==> src/rtl/serial_rx_pkg.sv <==
package serial_rx_pkg;
  localparam int DATA_W = 8;
  localparam int MODE_W = 8;
  localparam int MAX_FACTOR = 64;
  localparam int IDX_W = $clog2(DATA_W);
  localparam int CNT_W = $clog2(MAX_FACTOR);

  typedef enum logic [2:0] {
    S_IDLE, S_START, S_DATA, S_PAR, S_STOP, S_WAITH
  } rxStateT;

  typedef struct packed {
    logic             clrShift;
    logic             takeData;
    logic [IDX_W-1:0] bitIdx;
    logic             takePar;
    logic             finish;
    logic             lineHigh;
  } rxStrobeT;
endpackage

==> src/rtl/serial_rx_ctrl.sv <==
module serial_rx_ctrl
  import serial_rx_pkg::*;
(
  input  logic              clk,
  input  logic              rstN,
  input  logic              rxTick,
  input  logic              rxIn,
  input  logic [MODE_W-1:0] modeByte,
  output rxStrobeT          strb,
  output logic [MODE_W-1:0] curMode
);
  rxStateT          state;
  logic [CNT_W-1:0] cnt;
  logic [IDX_W-1:0] bitNo;
  logic [CNT_W:0]   nFac;
  logic [CNT_W:0]   halfCnt;
  logic [CNT_W:0]   lastCnt;
  logic [IDX_W-1:0] lastBit;
  logic             sampleNow;
  logic             startSeen;

  function automatic logic [CNT_W:0] factorOf(input logic [1:0] sel);
    case (sel)
      2'b01:   factorOf = (CNT_W+1)'(1);
      2'b10:   factorOf = (CNT_W+1)'(16);
      2'b11:   factorOf = (CNT_W+1)'(MAX_FACTOR);
      default: factorOf = '0;
    endcase
  endfunction

  assign nFac      = factorOf(curMode[1:0]);
  assign halfCnt   = (nFac >> 1) - (CNT_W+1)'(1);
  assign lastCnt   = nFac - (CNT_W+1)'(1);
  assign lastBit   = IDX_W'(DATA_W - 4) + IDX_W'(curMode[3:2]);
  assign sampleNow = (cnt == lastCnt[CNT_W-1:0]);
  assign startSeen = (state == S_IDLE) && (modeByte[1:0] != 2'b00) && !rxIn;

  always_ff @(posedge clk or negedge rstN) begin
    if (!rstN) begin
      state   <= S_IDLE;
      cnt     <= '0;
      bitNo   <= '0;
      curMode <= '0;
    end else if (rxTick) begin
      case (state)
        S_IDLE: if (startSeen) begin
          curMode <= modeByte;
          cnt     <= '0;
          bitNo   <= '0;
          state   <= (modeByte[1:0] == 2'b01) ? S_DATA : S_START;
        end
        S_START: begin
          if (cnt == halfCnt[CNT_W-1:0]) begin
            cnt   <= '0;
            state <= rxIn ? S_IDLE : S_DATA;
          end else cnt <= cnt + 1'b1;
        end
        S_DATA: begin
          if (sampleNow) begin
            cnt <= '0;
            if (bitNo == lastBit) state <= curMode[4] ? S_PAR : S_STOP;
            else bitNo <= bitNo + 1'b1;
          end else cnt <= cnt + 1'b1;
        end
        S_PAR: begin
          if (sampleNow) begin
            cnt   <= '0;
            state <= S_STOP;
          end else cnt <= cnt + 1'b1;
        end
        S_STOP: begin
          if (sampleNow) begin
            cnt   <= '0;
            state <= rxIn ? S_IDLE : S_WAITH;
          end else cnt <= cnt + 1'b1;
        end
        S_WAITH: if (rxIn) state <= S_IDLE;
        default: state <= S_IDLE;
      endcase
    end
  end

  always_comb begin
    strb        = '0;
    strb.bitIdx = bitNo;
    if (rxTick) begin
      strb.clrShift = startSeen;
      strb.takeData = (state == S_DATA) && sampleNow;
      strb.takePar  = (state == S_PAR) && sampleNow;
      strb.finish   = (state == S_STOP) && sampleNow;
      strb.lineHigh = (state == S_WAITH) && rxIn;
    end
  end
endmodule

==> src/rtl/serial_rx_dpath.sv <==
module serial_rx_dpath
  import serial_rx_pkg::*;
(
  input  logic              clk,
  input  logic              rstN,
  input  logic              rxIn,
  input  rxStrobeT          strb,
  input  logic [MODE_W-1:0] modeCur,
  output logic [DATA_W-1:0] rxData,
  output logic              rxValid,
  output logic              parityErr,
  output logic              framingErr,
  output logic              breakDet
);
  logic [DATA_W-1:0] shiftReg;
  logic              parBit;
  logic              parEn;
  logic              parEven;
  logic              xorAll;
  logic              unusedModeBits;

  assign parEn          = modeCur[4];
  assign parEven        = modeCur[5];
  assign xorAll         = (^shiftReg) ^ parBit;
  assign unusedModeBits = ^{modeCur[7:6], modeCur[3:0]};

  always_ff @(posedge clk or negedge rstN) begin
    if (!rstN) begin
      shiftReg   <= '0;
      parBit     <= 1'b0;
      rxData     <= '0;
      rxValid    <= 1'b0;
      parityErr  <= 1'b0;
      framingErr <= 1'b0;
      breakDet   <= 1'b0;
    end else begin
      rxValid <= 1'b0;
      if (strb.clrShift) begin
        shiftReg <= '0;
        parBit   <= 1'b0;
      end
      if (strb.takeData) shiftReg[strb.bitIdx] <= rxIn;
      if (strb.takePar)  parBit <= rxIn;
      if (strb.finish) begin
        rxData     <= shiftReg;
        rxValid    <= 1'b1;
        parityErr  <= parEn & (xorAll ^ ~parEven);
        framingErr <= ~rxIn;
        breakDet   <= (shiftReg == '0) && !parBit && !rxIn;
      end else if (strb.lineHigh) begin
        breakDet <= 1'b0;
      end
    end
  end
endmodule

==> src/rtl/serial_rx_brk.sv <==
module serial_rx_brk
  import serial_rx_pkg::*;
(
  input  logic              clk,
  input  logic              rstN,
  input  logic              rxTick,
  input  logic [MODE_W-1:0] modeByte,
  input  logic              rxIn,
  output logic [DATA_W-1:0] rxData,
  output logic              rxValid,
  output logic              parityErr,
  output logic              framingErr,
  output logic              breakDet
);
  rxStrobeT          strb;
  logic [MODE_W-1:0] curMode;

  serial_rx_ctrl u_ctrl (
    .clk(clk), .rstN(rstN), .rxTick(rxTick), .rxIn(rxIn),
    .modeByte(modeByte), .strb(strb), .curMode(curMode)
  );

  serial_rx_dpath u_dpath (
    .clk(clk), .rstN(rstN), .rxIn(rxIn), .strb(strb), .modeCur(curMode),
    .rxData(rxData), .rxValid(rxValid), .parityErr(parityErr),
    .framingErr(framingErr), .breakDet(breakDet)
  );
endmodule

==> config.mk <==
export PLATFORM = sky130hd
export DESIGN_NAME = serial_rx_brk
export DESIGN_NICKNAME = d
export VERILOG_FILES = /design/src/rtl/serial_rx_pkg.sv /design/src/rtl/serial_rx_ctrl.sv /design/src/rtl/serial_rx_dpath.sv /design/src/rtl/serial_rx_brk.sv
export SDC_FILE = /design/constraint.sdc
export NUM_CORES = 1
export LEC_CHECK = 0
export BUFFER_PORTS_ARGS = -buffer_cell sky130_fd_sc_hd__buf_4
export CORE_ASPECT_RATIO = 1.5
export CORE_MARGIN = 4
export CORE_UTILIZATION = 53
export DETAILED_ROUTE_END_ITERATION = 16
export HOLD_SLACK_MARGIN = 0.02
export PLACE_DENSITY = 0.74
export SYNTH_ARGS = -nofsm -noshare
export SYNTH_HDL_FRONTEND = slang
export SYNTH_SLANG_ARGS = --single-unit
export TNS_END_PERCENT = 50
==> constraint.sdc <==
create_clock -name clk -period 2.06 [get_ports clk]
set_clock_uncertainty 0.1 [all_clocks]
set_input_delay 0.206 -clock clk [delete_from_list [all_inputs] [get_ports clk]]
set_output_delay 0.206 -clock clk [all_outputs]
set_load 0.005 [all_outputs]
---- Word-level counts from Yosys, hierarchy flattened ----
Cells that the tools add are included.
word-level totals
  output and inout port bits .............. 12
  register bits after elaboration ......... 39
  word-level logic and storage cells ...... 100
cells by class
  eq/ne operators ......................... 20
  $lt $le $gt $ge ......................... 2
  $add $sub $neg .......................... 5
  bitwise logic cells ..................... 5
  reductions and logical operators ........ 24
  multiplexer cells ....................... 33
operators by type and width
  cell                                                                   count
  3-bit 2-to-1 mux                                                       13
  7-bit one-hot mux with 3 select lines                                  1
  6-bit 2-to-1 mux                                                       3
  3-bit one-hot mux with 6 select lines                                  1
  6-bit one-hot mux with 3 select lines                                  1
  8-bit 2-to-1 mux                                                       2
  6-bit equality test                                                    2
  2-bit by 1-bit != test with 1-bit output, second input constant        6
  6-bit by 1-bit subtractor with 6-bit output, second input constant     2
  1-bit logical AND                                                      9
  8-bit bitwise mux                                                      1
  8-bit zero test                                                        1
  8-bit AND reduction                                                    1
  2-bit nonzero test                                                     4
  8-bit parity                                                           1
  6-bit by 1-bit adder with 6-bit output, second input constant          1
  3-bit by 2-bit equality test with 1-bit output, second input constant  2
  3-bit equality test, second input constant                             2
  1-bit 2-to-1 mux                                                       6
  2-bit 2-to-1 mux                                                       3
  3-bit one-hot mux with 2 select lines                                  1
  3-bit AND reduction                                                    2
  5-bit AND reduction                                                    1
  2-bit by 1-bit equality test with 1-bit output, second input constant  2
  other kinds (16)                                                       21

---- Logic depth before layout (Yosys ltp) ----
  depth in word-level cells ............... 9
  depth in mapped cells ................... 9
  depth with buffers taken out ............ 7

---- Cells and area by module ----
From an unflattened synthesis, not the netlist that was laid out.
second synthesis, totals
  cells, all modules ...................... 221
  area total of the unflattened synthesis .. 2377.3 sq um
by module, submodules not included
  module           cells each  times used  area each (sq um)
  serial_rx_ctrl   133         1           1338.8
  serial_rx_dpath  88          1           1038.5

---- Worst setup path before layout ----
Ideal clock, no wire load.
  kind .................................... register -> register
  from .................................... reg u_ctrl.curMode[0]
  to ...................................... reg u_dpath.breakDet
  arrival ................................. 1.962 ns
  setup time .............................. 0.076 ns
  buffers on the path ..................... 1
  cell stages (with the launch flop) ...... 9
  data required time ...................... 1.884 ns
  setup slack ............................. -0.078 ns
  cells stage by stage .................... dfrtp_1 > inv_1 > ha_1 > nor3_1 > o221a_1 > buf_6 > nand4_4 > or4b_1 > o21ai_1
on the way
  longest elaborated chain between the ends .. 7
  elaborated cells between the ends (all ways) .. 10
  those cells by class .................... 1 x add/sub; 4 x eq/ne; 3 x mux; 2 x reduce/logical
ends and longest elaborated chain
  what                                                                                          line                   text
  start, declared                                                                               serial_rx_ctrl.sv:10   output logic [MODE_W-1:0] curMode
  start signal, assigned                                                                        serial_rx_ctrl.sv:47   curMode <= modeByte;
  2-bit equality test / 2-bit by 1-bit equality test with 1-bit output (equally long branches)  serial_rx_ctrl.sv:23   case (sel)
  7-bit one-hot mux with 3 select lines (*)                                                     serial_rx_ctrl.sv:23
  6-bit by 1-bit subtractor with 6-bit output (*)                                               serial_rx_ctrl.sv:33   assign lastCnt = nFac - (CNT_W+1)'(1);
  6-bit equality test (*)                                                                       serial_rx_ctrl.sv:35   assign sampleNow = (cnt == lastCnt[CNT_W-1:0]);
  1-bit logical AND (*)                                                                         serial_rx_ctrl.sv:90   strb.finish = (state == S_STOP) && sampleNow;
  3-bit 2-to-1 mux (*)                                                                          serial_rx_ctrl.sv:86   if (rxTick) begin
  1-bit 2-to-1 mux / 2-bit nonzero test (equally long branches)                                 -
  end signal, assigned                                                                          serial_rx_dpath.sv:49  breakDet <= (shiftReg == '0) && !parBit && !rxIn;
  end, declared                                                                                 serial_rx_dpath.sv:13  output logic breakDet
Every way passes the cells marked *; elsewhere a longest branch is shown, timed or not.
A chain may end at the register's enable or synchronous reset.

---- Final worst setup path ----
  from .................................... reg u_ctrl.curMode[0]
  to ...................................... reg u_ctrl.state[2]
on the way
  longest elaborated chain between the ends .. 6
  elaborated cells between the ends (all ways) .. 13
  those cells by class .................... 2 x add/sub; 9 x eq/ne; 1 x mux; 1 x reduce/logical
ends and longest elaborated chain
  what                                                                                          line                                        text
  2-bit equality test / 2-bit by 1-bit equality test with 1-bit output (equally long branches)  serial_rx_ctrl.sv:23
  7-bit one-hot mux with 3 select lines (*)                                                     serial_rx_ctrl.sv:23
  6-bit by 1-bit subtractor with 6-bit output, on equally long branches                         serial_rx_ctrl.sv:33, serial_rx_ctrl.sv:32
  6-bit equality test, on equally long branches                                                 serial_rx_ctrl.sv:35, serial_rx_ctrl.sv:53
  2-bit by 1-bit != test with 1-bit output (no source line)                                     -
  8-bit AND reduction (no source line) (*)                                                      -
  end signal, assigned                                                                          serial_rx_ctrl.sv:50                        state <= (modeByte[1:0] == 2'b01) ? S_DATA : S_START;
  end signal, assigned                                                                          serial_rx_ctrl.sv:55                        state <= rxIn ? S_IDLE : S_DATA;
  end signal, assigned                                                                          serial_rx_ctrl.sv:61                        if (bitNo == lastBit) state <= curMode[4] ? S_PAR : S_STOP;
  end, declared                                                                                 serial_rx_ctrl.sv:12                        rxStateT state;
Marked as above.

==> impl_results.md <==
* Status: completed
* Worst hold endpoint: u_ctrl.curMode[5]
* Reg2reg path depth at 7
* Detailed Routing Iterations Pass 1 at 4
* Seq/Total Area, Yosys at 0.433
* Hold Path Class: primary input to flop
* Power Density at 1080 nW/µm²
* Final Net Count at ~290
* Residual DRC count at 0
* Drt wl/cell at ~15 µm
* Final Hold Fails at 0
* Tcrit/Tclk final at 0.992
* Hold_sp: modeByte[5]
* Die H at approximately 88 µm
* Core area at 4030 µm²
* CP Max Fanout at 5
* Wire length of the first global-routing pass at 8280 µm
* Worst-Margin Slew at 518 ps
* Kind of critical path: flop to flop
* Row cnt at 28
* Cell Area, Synth at 2250 µm²
* Post-DRT Antenna Nets at 0
* Worst-skew pair later-pin latency at 290 ps
* Initial Util at 0.559
* Chip Width at 61.2 µm
* Share of the synthesized area in the top cell type at 0.433
* Worst setup EP type: flop
* WHS Path Cells at 2
* Root buf cell: clkbuf_8
* CP delay by family, top: multiplexers
* Post-route cell area at 2790 µm²
* DPL Wire Length at ~3600 µm
* Max VDD drop at about 1.1 mV
* Post-synth ARST share at 1.00
* CTS tree: yes
* Initial antenna violation count at 0
* Fmax achieved at approximately 490 MHz
* Pwr Total at around 3.0 mW
* H-tree depth at 2
* Placed Area at 2560 µm²
* Clock tree sinks at 39
* Top Ports at 24
* R2R setup slack at ~17 ps
* Largest area contributor in the netlist: dfrtp_1
* Area of the die at 5380 µm²
* Slowest stage delay, CP at 460 ps
* Post-synth EDFFs at 0
* Final Max Slew Viols at 0
* R2r startpoint: u_ctrl.curMode[0]
* Max_cap viols at 0
* Yosys reg bits at 39
* Grt ovf at 0
* Ys flop type: dfrtp_1
* Critical Path Start: u_ctrl.curMode[0]
* Relative slew slack at 0.654
* Clk slew on worst S/H paths at 80 ps
* Worst-case clock buffer depth at 2
* Inserted Diodes at 0
* Share of cells above drive strength 1 at 0.306
* Number of global-route vias before repair at 1853
* Iteration-0 DRC Markers at 57
* Distinct cells, synth at 54
* Syn avg cell area at about 10 µm²
* Required time worst endpoint at 2140 ps
* Tmin final at 2040 ps
* Syn Inst Count at 226
* PortBufs at 21
* Setup violations, final at 0
* Final RePlAce weighted congestion at 0.820
* Leak at 1.28 nW
* Max stage delay cell, worst path: dfrtp_2
* Worst-path cell chain: ha_1 > xnor2_1 > mux2i_1 > o21ai_0 > buf_4 > nand2_1 > mux2_2
* Via count at 1827
* Buf/Inv on CP at 1
* Worst path arrival time at 2120 ps
* Worst r2r dst: u_ctrl.state[2]
* Pin count of the biggest net entering global routing at 40
* Syn nets at ~250
* All-Layer GR Usage at 0.203
* Critical Path Start Type: flop
* Top post-synthesis cells by area: dfrtp_1, ha_1, o21ai_0
* RSZ-0062 raised after global routing: true
* WL final at 4770 µm
* Vias per inst at 5.89
* Layout area overhead at 24.0%
* Syn. warnings at 0
* CTS buffer count at 5
-- state kept, by name, summed over array words and instances (netlist names) --
register	count
u_dpath.rxData	8
u_dpath.shiftReg	8
u_ctrl.cnt	6
u_ctrl.curMode	6
u_ctrl.bitNo	3
u_ctrl.state	3
u_dpath.breakDet	1
u_dpath.framingErr	1
u_dpath.parBit	1
u_dpath.parityErr	1
u_dpath.rxValid	1
-- metal layers --
| layer | GRT usage | part of all wire | vias up |
|---|---|---|---|
| li1 | - | - | 900 |
| met1 | 0.239 | 0.41 | 880 |
| met2 | 0.349 | 0.53 | 37 |
| met3 | 0.0383 | 0.037 | 10 |
| met4 | 0.0868 | 0.021 | 0 |
| met5 | 0 | 0 | - |
-- cell families after synthesis --
group | count (synthesis) | share of synthesized area
and+or+nand+nor | 68 | 0.183
AOI/OAI and AO/OA | 64 | 0.192
DFF | 39 | 0.433
buffers and inverters | 26 | 0.0522
muxes | 10 | 0.0489
adders and majority gates | 10 | 0.0555
xor gates and xnor gates | 9 | 0.0350
-- repair_timing --
item	4_1_cts	5_1_grt
hold endpoints to repair	39	0
gates resized for setup	12	11
setup endpoints to repair	13	23
setup buffers	1	0
pin swaps	1	5
hold buffers	1	0
-- report_power, final --
group	internal (mW)	switching, mW	total (mW)
logic	0.627	0.572	1.20
clock network	0.360	0.272	0.632
registers	0.928	0.257	1.19
total	1.92	1.10	3.02
-- worst max path at each step --
stage               slack, ps             endpoint  cells past startpoint
floorplan                  20     u_dpath.breakDet                      8
global placement         -120  u_dpath.shiftReg[0]                      8
detailed placement       -150  u_dpath.shiftReg[6]                      9
CTS                       -20  u_dpath.shiftReg[6]                      9
global route             -130  u_dpath.shiftReg[2]                      9
finish                     20      u_ctrl.state[2]                      7
-- through the flow --
stage / worst slack, ps / std cells / hold slack [ps] / TNS, ps / utilization
finish: 17.4 / 310 / 41.9 / 0 / 0.693
global route: -131 / 310 / 47.2 / -1010 / 0.693
CTS: -16.4 / 310 / 30.1 / -40.3 / 0.679
detailed placement: -153 / 300 / 110 / -1380 / 0.636
global placement: -120 / 300 / 106 / -950 / 0.636
floorplan: 20.0 / 226 / -190 / 0 / -
-- synth_stat cells, types with 2 or more instances --
library cell,n
o211ai_1,7
a211oi_1,2
nand2b_1,5
clkbuf_1,7
o31ai_1,8
mux2i_1,2
o311ai_0,2
nor3b_1,4
o21ai_0,21
nor3_1,2
or2_1,2
o41ai_1,2
nand2_1,27
or3_1,2
dfrtp_1,39
and3_1,2
inv_1,13
a21o_1,2
nor2_1,4
mux2_2,8
nor2b_1,3
o221ai_1,3
buf_6,2
nand3_1,3
buf_2,4
a21oi_1,6
ha_1,10
xnor2_1,8
-- layout by cell type, fill, tap and decap left out, types with 7 or more instances in the layout --
cell type,instances
nand2_1,27
dfrtp_1,35
o31ai_1,7
inv_1,11
o21ai_0,21
buf_4,40
xnor2_1,8
ha_1,8
o211ai_1,7
mux2_2,8
-- worst reg2reg max path, cell delays in order, from the launching register on --
cell and delay, ps:
dfrtp_2 460, ha_1 220, xnor2_1 170, mux2i_1 240
o21ai_0 140, buf_4 170, nand2_1 80, mux2_2 340
-- final cells by class --
cell class | instances | area, µm²
sequential | 39 | 981
inverter | 13 | 48.8
tap | 45 | 56.3
multi-input combinational | 161 | 1250
clock buffer | 5 | 68.8
timing repair buffer | 44 | 344
fill | 325 | 1230
clock inverter | 3 | 43.8
(Power assumes the default switching activity.)
